File: config.mk
export PLATFORM = sky130hd
export DESIGN_NAME = adc_result_bank
export DESIGN_NICKNAME = d
export VERILOG_FILES = /design/src/rtl/adc_bank_pkg.sv /design/src/rtl/bank_cfg_reg.sv /design/src/rtl/bank_channel.sv /design/src/rtl/bank_read_port.sv /design/src/rtl/adc_result_bank.sv
export SDC_FILE = /design/constraint.sdc
export NUM_CORES = 1
export LEC_CHECK = 0
export BUFFER_PORTS_ARGS = -buffer_cell sky130_fd_sc_hd__buf_2
export CAP_MARGIN = 20
export CORE_MARGIN = 2
export CORE_UTILIZATION = 55
export DETAILED_ROUTE_END_ITERATION = 10
export PLACE_DENSITY_LB_ADDON = 0.3
export SETUP_SLACK_MARGIN = 0.4
export SLEW_MARGIN = 5
export SYNTH_ARGS = -nofsm -noshare
export SYNTH_HDL_FRONTEND = slang
export SYNTH_SLANG_ARGS = --single-unit
File: constraint.sdc
create_clock -name clk -period 2.2 [get_ports clk]
set_clock_uncertainty 0.15 [all_clocks]
set_input_delay 0.11 -clock clk [delete_from_list [all_inputs] [get_ports clk]]
set_output_delay 0.11 -clock clk [all_outputs]
set_load 0.1 [all_outputs]
File: src/rtl/adc_bank_pkg.sv
package adc_bank_pkg;
  localparam int unsigned FIELD_W = 16;

  // Justify a zero-extended raw sample in the 16-bit field.
  function automatic logic [FIELD_W-1:0] justify(input logic [FIELD_W-1:0] raw_ext,
                                                 input int unsigned res,
                                                 input logic left);
    logic [FIELD_W-1:0] r;
    if (left) r = raw_ext << (FIELD_W - res);
    else      r = raw_ext;
    return r;
  endfunction

  // Bits above the sample in right-justified form.
  function automatic logic [FIELD_W-1:0] high_mask(input int unsigned res);
    return ~((FIELD_W'(1) << res) - FIELD_W'(1));
  endfunction

  // Bits below the sample in left-justified form.
  function automatic logic [FIELD_W-1:0] low_mask(input int unsigned res);
    return (FIELD_W'(1) << (FIELD_W - res)) - FIELD_W'(1);
  endfunction
endpackage

File: src/rtl/bank_cfg_reg.sv
module bank_cfg_reg (
  input  logic clk,
  input  logic rst_n,
  input  logic cfg_we,
  input  logic cfg_ovr_en,
  input  logic cfg_left,
  output logic ovr_q,
  output logic left_q
);
  always_ff @(posedge clk or negedge rst_n) begin
    if (!rst_n) begin
      ovr_q  <= 1'b0;
      left_q <= 1'b0;
    end else if (cfg_we) begin
      ovr_q  <= cfg_ovr_en;
      left_q <= cfg_left;
    end
  end
endmodule

File: src/rtl/bank_channel.sv
module bank_channel #(
  parameter int unsigned RES_BITS = 10
) (
  input  logic                clk,
  input  logic                rst_n,
  input  logic                wr_hit,
  input  logic                rd_hit,
  input  logic                ovr_en,
  input  logic [RES_BITS-1:0] wr_data,
  output logic [RES_BITS-1:0] data_q,
  output logic                valid_q,
  output logic                accept_evt,
  output logic                drop_evt
);
  // A same-cycle read consumes the old sample, so the slot is free.
  assign accept_evt = wr_hit && (ovr_en || !valid_q || rd_hit);
  assign drop_evt   = wr_hit && !accept_evt;

  always_ff @(posedge clk or negedge rst_n) begin
    if (!rst_n) begin
      data_q  <= '0;
      valid_q <= 1'b0;
    end else begin
      if (accept_evt) data_q <= wr_data;
      if (accept_evt)  valid_q <= 1'b1;
      else if (rd_hit) valid_q <= 1'b0;
    end
  end
endmodule

File: src/rtl/bank_read_port.sv
module bank_read_port
  import adc_bank_pkg::*;
#(
  parameter int unsigned NUM_CH   = 8,
  parameter int unsigned RES_BITS = 10,
  localparam int unsigned CH_W    = (NUM_CH > 1) ? $clog2(NUM_CH) : 1
) (
  input  logic                clk,
  input  logic                rst_n,
  input  logic                rd_en,
  input  logic [CH_W-1:0]     rd_ch,
  input  logic                left_q,
  input  logic [RES_BITS-1:0] data_arr [NUM_CH],
  input  logic [NUM_CH-1:0]   valid_vec,
  output logic [FIELD_W-1:0]  rd_data,
  output logic                rd_valid
);
  logic [FIELD_W-1:0] sel_ext;
  logic [FIELD_W-1:0] presented;

  assign sel_ext   = FIELD_W'(data_arr[rd_ch]);
  assign presented = justify(sel_ext, RES_BITS, left_q);

  always_ff @(posedge clk or negedge rst_n) begin
    if (!rst_n) begin
      rd_data  <= '0;
      rd_valid <= 1'b0;
    end else if (rd_en) begin
      rd_data  <= presented;
      rd_valid <= valid_vec[rd_ch];
    end
  end
endmodule

File: src/rtl/adc_result_bank.sv
module adc_result_bank #(
  parameter int unsigned NUM_CH   = 8,
  parameter int unsigned RES_BITS = 10,
  localparam int unsigned CH_W    = (NUM_CH > 1) ? $clog2(NUM_CH) : 1
) (
  input  logic                clk,
  input  logic                rst_n,
  input  logic                cfg_we,
  input  logic                cfg_ovr_en,
  input  logic                cfg_left,
  input  logic                wr_en,
  input  logic [CH_W-1:0]     wr_ch,
  input  logic [RES_BITS-1:0] wr_data,
  input  logic                rd_en,
  input  logic [CH_W-1:0]     rd_ch,
  output logic [15:0]         rd_data,
  output logic                rd_valid,
  output logic                drop_pulse
);
  logic                ovr_q;
  logic                left_q;
  logic [RES_BITS-1:0] data_arr [NUM_CH];
  logic [NUM_CH-1:0]   valid_vec;
  logic [NUM_CH-1:0]   accept_vec;
  logic [NUM_CH-1:0]   drop_vec;

  bank_cfg_reg u_cfg (
    .clk       (clk),
    .rst_n     (rst_n),
    .cfg_we    (cfg_we),
    .cfg_ovr_en(cfg_ovr_en),
    .cfg_left  (cfg_left),
    .ovr_q     (ovr_q),
    .left_q    (left_q)
  );

  for (genvar c = 0; c < NUM_CH; c++) begin : g_ch
    logic wr_hit;
    logic rd_hit;
    assign wr_hit = wr_en && (wr_ch == CH_W'(c));
    assign rd_hit = rd_en && (rd_ch == CH_W'(c));
    bank_channel #(.RES_BITS(RES_BITS)) u_ch (
      .clk       (clk),
      .rst_n     (rst_n),
      .wr_hit    (wr_hit),
      .rd_hit    (rd_hit),
      .ovr_en    (ovr_q),
      .wr_data   (wr_data),
      .data_q    (data_arr[c]),
      .valid_q   (valid_vec[c]),
      .accept_evt(accept_vec[c]),
      .drop_evt  (drop_vec[c])
    );
  end

  always_ff @(posedge clk or negedge rst_n) begin
    if (!rst_n) drop_pulse <= 1'b0;
    else        drop_pulse <= |drop_vec;
  end

  bank_read_port #(.NUM_CH(NUM_CH), .RES_BITS(RES_BITS)) u_rd (
    .clk      (clk),
    .rst_n    (rst_n),
    .rd_en    (rd_en),
    .rd_ch    (rd_ch),
    .left_q   (left_q),
    .data_arr (data_arr),
    .valid_vec(valid_vec),
    .rd_data  (rd_data),
    .rd_valid (rd_valid)
  );
endmodule

# Word-level counts from Yosys, hierarchy flattened
# Index checks and enable logic that the tools add are counted.
dict set report totals {
  input_bits 23
  output_inout_bits 18
  ff_bits 108
  elab_cells 135
}
dict set report classes {
  eq_ne 14
  n_lt_le_gt_ge 2
  mux 22
  n_reduce_logical 75
  n_bitwise 1
}
# operator count
set op_table {}
lappend op_table {{1-bit logical AND} 32}
lappend op_table {{10-bit binary-select mux with 3-bit select} 1}
lappend op_table {{3-bit == test (second input constant)} 8}
lappend op_table {{10-bit 2-to-1 mux} 2}
lappend op_table {{1-bit 2-to-1 mux} 17}
lappend op_table {{1-bit zero test} 16}
lappend op_table {{1-bit logical OR} 16}
lappend op_table {{16-bit 2-to-1 mux} 1}
lappend op_table {{2-bit nonzero test} 8}
lappend op_table {{3-bit by 2-bit == test with 1-bit output (second input constant)} 4}
lappend op_table {{8-bit OR reduction} 1}
lappend op_table {{3-bit by 1-bit == test with 1-bit output (second input constant)} 2}
lappend op_table {{3-bit zero test} 2}
lappend op_table {{4-bit greater-or-equal comparator (second input constant)} 1}
lappend op_table {{3-bit by 4-bit < comparator with 1-bit output (second input constant)} 1}
lappend op_table {{3-bit NOT with 4-bit output} 1}
lappend op_table {{1-bit binary-select mux with 3-bit select} 1}

# Logic depth before layout (Yosys ltp)
dict set report logic_depth {
  depth_word 7
  depth_mapped 7
  mapped_depth_nobuf 5
}

# By module
# From an unflattened synthesis, not the netlist that was laid out.
dict set report unflattened {
  cells_unflattened 625
  area_unflattened_um2 6722.7
}
# module cells_per_inst seq_area_each_um2 area_per_inst_um2 instances
set modules_own_cells {}
lappend modules_own_cells {bank_channel 62 275.3 643.1 8}
lappend modules_own_cells {bank_read_port 95 425.4 1311.3 1}
lappend modules_own_cells {adc_result_bank 30 25.0 193.9 1}
lappend modules_own_cells {bank_cfg_reg 4 50.0 72.6 1}

# Worst setup path after synthesis
# Ideal clock, no wire load.
dict set report synth_timing {
  path_kind {reg2reg}
  startpoint {reg u_cfg.ovr_q}
  endpoint {reg g_ch[0].u_ch.data_q[0]}
  stages_incl_launch_ff 5
  period_less_slack_ns 1.635
  path_slack_ns 0.565
  setup_ns 0.125
  path_buffers 2
  required_time_ns 1.925
  t_arrival_ns 1.361
  cell_sequence {dfrtp_1 > buf_2 > buf_2 > o21ai_4 > mux2_2}
}
dict set report synth_via {
  elab_chain_len 3
}
# item line
set synth_rtl {}
lappend synth_rtl {{start, declared} bank_cfg_reg.sv:7} ;# output logic ovr_q,
lappend synth_rtl {{start signal, assigned} bank_cfg_reg.sv:15} ;# ovr_q <= cfg_ovr_en;
lappend synth_rtl {{1-bit logical OR (2 in series)} bank_channel.sv:16} ;# assign accept_evt = wr_hit && (ovr_en || !valid_q || rd_hit);
lappend synth_rtl {{1-bit logical AND} bank_channel.sv:16}
lappend synth_rtl {{end signal, assigned} bank_channel.sv:24} ;# if (accept_evt) data_q <= wr_data;
lappend synth_rtl {{end, declared} bank_channel.sv:10} ;# output logic [RES_BITS-1:0] data_q,
# No other way between the ends.
# A chain may end at the register's enable or synchronous reset.

# Worst setup path in the final report
dict set report layout_timing {
  startpoint {in wr_ch[0]}
  endpoint {reg g_ch[5].u_ch.data_q[0]}
}
dict set report layout_via {
  elab_chain_len 3
}
# item line
set layout_rtl {}
lappend layout_rtl {{start, declared} adc_result_bank.sv:12} ;# input logic [CH_W-1:0] wr_ch,
lappend layout_rtl {{3-bit == test} adc_result_bank.sv:40} ;# assign wr_hit = wr_en && (wr_ch == CH_W'(c));
lappend layout_rtl {{1-bit logical AND} adc_result_bank.sv:40}
lappend layout_rtl {{1-bit logical AND} bank_channel.sv:16}
lappend layout_rtl {{end signal, assigned} bank_channel.sv:24}
lappend layout_rtl {{end, declared} bank_channel.sv:10}
# No other way between the ends.

==> impl_metrics.csv <==
group,metric,value,unit
clocking,cts_sinks,108,
floorplan,die_y,99.7,um
sta,slew_violations,0,
final_layout,drive_gt1_share,43.3,%
clocking,cts.path.max_buffers,2,
route,dr.pass1.iters,4,
synth,syn-cell-area,5040,um^2
sta,tns,0,ns
worst_setup_path,crit_arrival,1.87,ns
clocking,cts_root_buf,"clkbuf_8",
pwr,peakVddDrop,496,uV
clocking,h-tree-depth,3,
synth,syn_nets,381,
floorplan,start_util,57.2,%
synth,ys.flop_type,"dfrtp_1",
synth,async_reset_ff_share,100,%
pwr,p_per_area,944,nW/um^2
floorplan,ios,41,
worst_setup_path,r2r_start,"u_cfg.ovr_q$_DFFE_PN0P_",
min_path,worstHoldPathCells,3,
synth,yosysWarningCount,0,
grt,antenna_found_initial,0,
final_layout,finalNonFillerCells,551,
floorplan,die_w,99.7,um
sta,fmax,568,MHz
synth,syn_inst,358,
floorplan,num_rows,34,
route,drt_wl_total,10900,um
grt,grt_start_max_net_pins,43,
flow_run,cap_violations,0,
route,drt-initial-drc-count,177,
synth,ys_seq_area_share,53.6,%
route,vias,3296,
route,drc,0,
sta,setup_viol,0,
worst_setup_path,reg2reg_slack,0.47,ns
final_layout,areaGrowthSynthToFinish,17.1,%
route,avgRoutedWirePerCell,19.8,um
place,io_buffers,40,
floorplan,design.core.area,8810,um^2
final_layout,antenna-diode-count,0,
clocking,clkTransAtPathRegs,0.11,ns
final_layout,fillCellCount,635,
worst_setup_path,cp_max_fo,10,
sta,fin_crit,1.76,ns
worst_setup_path,worstSetupStartpointType,"input port",
final_layout,nNetsFinal,461,
grt,grt_pass1_wl,17400,um
clocking,cts_buffers,9,
status,status,"finished, final reports clean",
min_path,hold_path.class,"in -> reg",
sta,slew_headroom,63.7,%
place,dpl.hpwl,7300,um
floorplan,die_area,9950,um^2
worst_setup_path,critPathRequiredTime,2.31,ns
pwr,leakagePower,2.58,nW
synth,synth.ff_latch_count,108,
worst_setup_path,end_kind,"flip-flop",
place,gp_congestion,0.813,
synth,synth_cell_types,47,
synth,avgSynthCellArea,14.1,um^2
clocking,insertion_delay,0.37,ns
sta,rsz0062_at_grt,"false",
min_path,min-delay-start,"wr_ch[2]",
final_layout,final_common_cell,"dfrtp_1",
sta,fin_crit_sh,80.0,%
grt,track_usage,23.2,%
place,dpl.cell_count,507,
sta,hold_viol,0,
grt,overflow,0,
grt,grt_pass1_vias,3269,
worst_setup_path,reg2reg_depth,3,
synth,synth_edf_count,0,
final_layout,final_cell_mix,"dfrtp_1 (107), mux2_2 (81), buf_2 (39), dlygate4sd3_1 (23), buf_4 (17)",
sta,tightestPinTransition,0.544,ns
route,vias_per_cell,5.98,
clocking,cts_tree,"done",
min_path,holdPathEnd,"g_ch[3].u_ch.valid_q$_DFFE_PN0P_",
worst_setup_path,critPathKind,"in -> reg",
worst_setup_path,r2r-end,"g_ch[0].u_ch.data_q[3]$_DFFE_PN0P_",
route,ant_nets,0,
==> report_power, final <==
group	switching (mW)	internal [mW]	total [mW]	leakage, nW
registers	0.254	2.46	2.72	1.31
logic	0.995	0.681	1.68	1.18
clock network	0.731	0.442	1.17	0.0951
==> metrics by stage <==
step / total power [mW] / util [%] / instance area (um^2) / worst slack (ns) / hold slack [ns]
finish: 5.57 / 67.0 / 5900 / 0.440 / 0.0220
global route: 5.85 / 67.0 / 5900 / 0.410 / 0.0190
CTS: 5.58 / 66.5 / 5850 / 0.433 / 0.00768
detailed placement: 4.39 / 61.4 / 5410 / 0.252 / -0.0169
global placement: 4.33 / 61.4 / 5410 / 0.291 / -0.0230
floorplan: 3.98 / - / 5040 / 0.565 / -0.336
==> worst max path at each step <==
stage / start / end / slack (ns) / depth (start not counted)
4_1_cts: u_cfg.ovr_q$_DFFE_PN0P_ / u_cfg.ovr_q$_DFFE_PN0P_ / 0.43 / 3
3_3_place_gp: rd_ch[0] / g_ch[5].u_ch.data_q[2]$_DFFE_PN0P_ / 0.29 / 6
2_1_floorplan: u_cfg.ovr_q$_DFFE_PN0P_ / g_ch[0].u_ch.data_q[0]$_DFFE_PN0P_ / 0.56 / 4
5_1_grt: wr_ch[0] / g_ch[5].u_ch.data_q[8]$_DFFE_PN0P_ / 0.41 / 6
6_report: wr_ch[0] / g_ch[5].u_ch.data_q[0]$_DFFE_PN0P_ / 0.44 / 6
3_5_place_dp: rd_ch[0] / g_ch[5].u_ch.data_q[5]$_DFFE_PN0P_ / 0.25 / 6
==> what timing repair did <==
action | CTS | global route
setup endpoints to repair | 28 | 13
hold endpoints to repair | 126 | 1
buffers inserted | 2 | 3
hold buffers | 21 | 2
gates cloned | 0 | 0
pin swaps | 2 | 1
gates resized for setup | 1 | 1
==> metal layers <==
layer / vias to the layer above / global-route usage, % / part of all wire [%]
met5: - / 0 / 0
met4: 0 / 6.01 / 1.7
met3: 16 / 4.99 / 4.7
met2: 95 / 37.8 / 49
met1: 1698 / 31.9 / 45
li1: 1487 / - / -
==> logic make-up (layout without fill, tap and decap cells) <==
| family | count (synthesis) | count (layout) | share of synthesized area, % |
|---|---|---|---|
| buffers and inverters | 27 | 112 | 2.78 |
| muxes | 113 | 113 | 28.1 |
| and+or+nand+nor | 61 | 61 | 7.57 |
| DFF | 108 | 108 | 53.6 |
| AOI/OAI and AO/OA | 49 | 49 | 7.94 |
==> cell type report <==
| type | count | area (um^2) | share of cell area, % |
|---|---|---|---|
| clock buffers | 9 | 124 | 2.10 |
| flip-flops and latches | 108 | 2700 | 45.8 |
| multi-input cells | 223 | 2200 | 37.3 |
| well taps | 108 | 135 | 2.29 |
| clock inverters | 7 | 70.1 | 1.19 |
| inverters | 14 | 52.6 | 0.891 |
| repair buffers | 82 | 613 | 10.4 |
==> flip-flops by register name (all words and copies together) (netlist names) <==
name and flops:
g_ch.u_ch.data_q 80, u_cfg.left_q 1, u_rd.rd_data 16, u_rd.rd_valid 1, u_cfg.ovr_q 1, g_ch.u_ch.valid_q 8, drop_pulse 1
==> cell usage after synthesis, types with 2 or more instances <==
master / count / area, um^2
dfrtp_1: 108 / 2700
mux2_2: 81 / 912
inv_1: 14 / 52.6
mux4_2: 14 / 315
mux2i_1: 12 / 120
nand2_1: 12 / 45.0
nand2b_1: 12 / 75.1
nor2_1: 11 / 41.3
o22ai_1: 11 / 68.8
a21oi_1: 8 / 40.0
mux2_1: 6 / 67.6
nor3_1: 5 / 25.0
o32ai_1: 5 / 43.8
buf_2: 4 / 20.0
o21ai_4: 4 / 65.1
buf_4: 3 / 22.5
buf_6: 3 / 33.8
clkbuf_1: 3 / 11.3
nor2_2: 3 / 18.8
nor2_8: 3 / 60.1
o21ai_1: 3 / 15.0
o21ai_2: 3 / 26.3
o221ai_1: 3 / 26.3
nand4_1: 2 / 12.5
o21ai_0: 2 / 10.0
o31ai_4: 2 / 42.5
==> critical path, stage by stage <==
cell and delay, ns:
buf_2 0.13, dlygate4sd3_1 0.55, nand2b_1 0.08, or2_2 0.35, nor2_8 0.27, mux2_2 0.38
No activity file was read; power rests on OpenSTA's default activity.
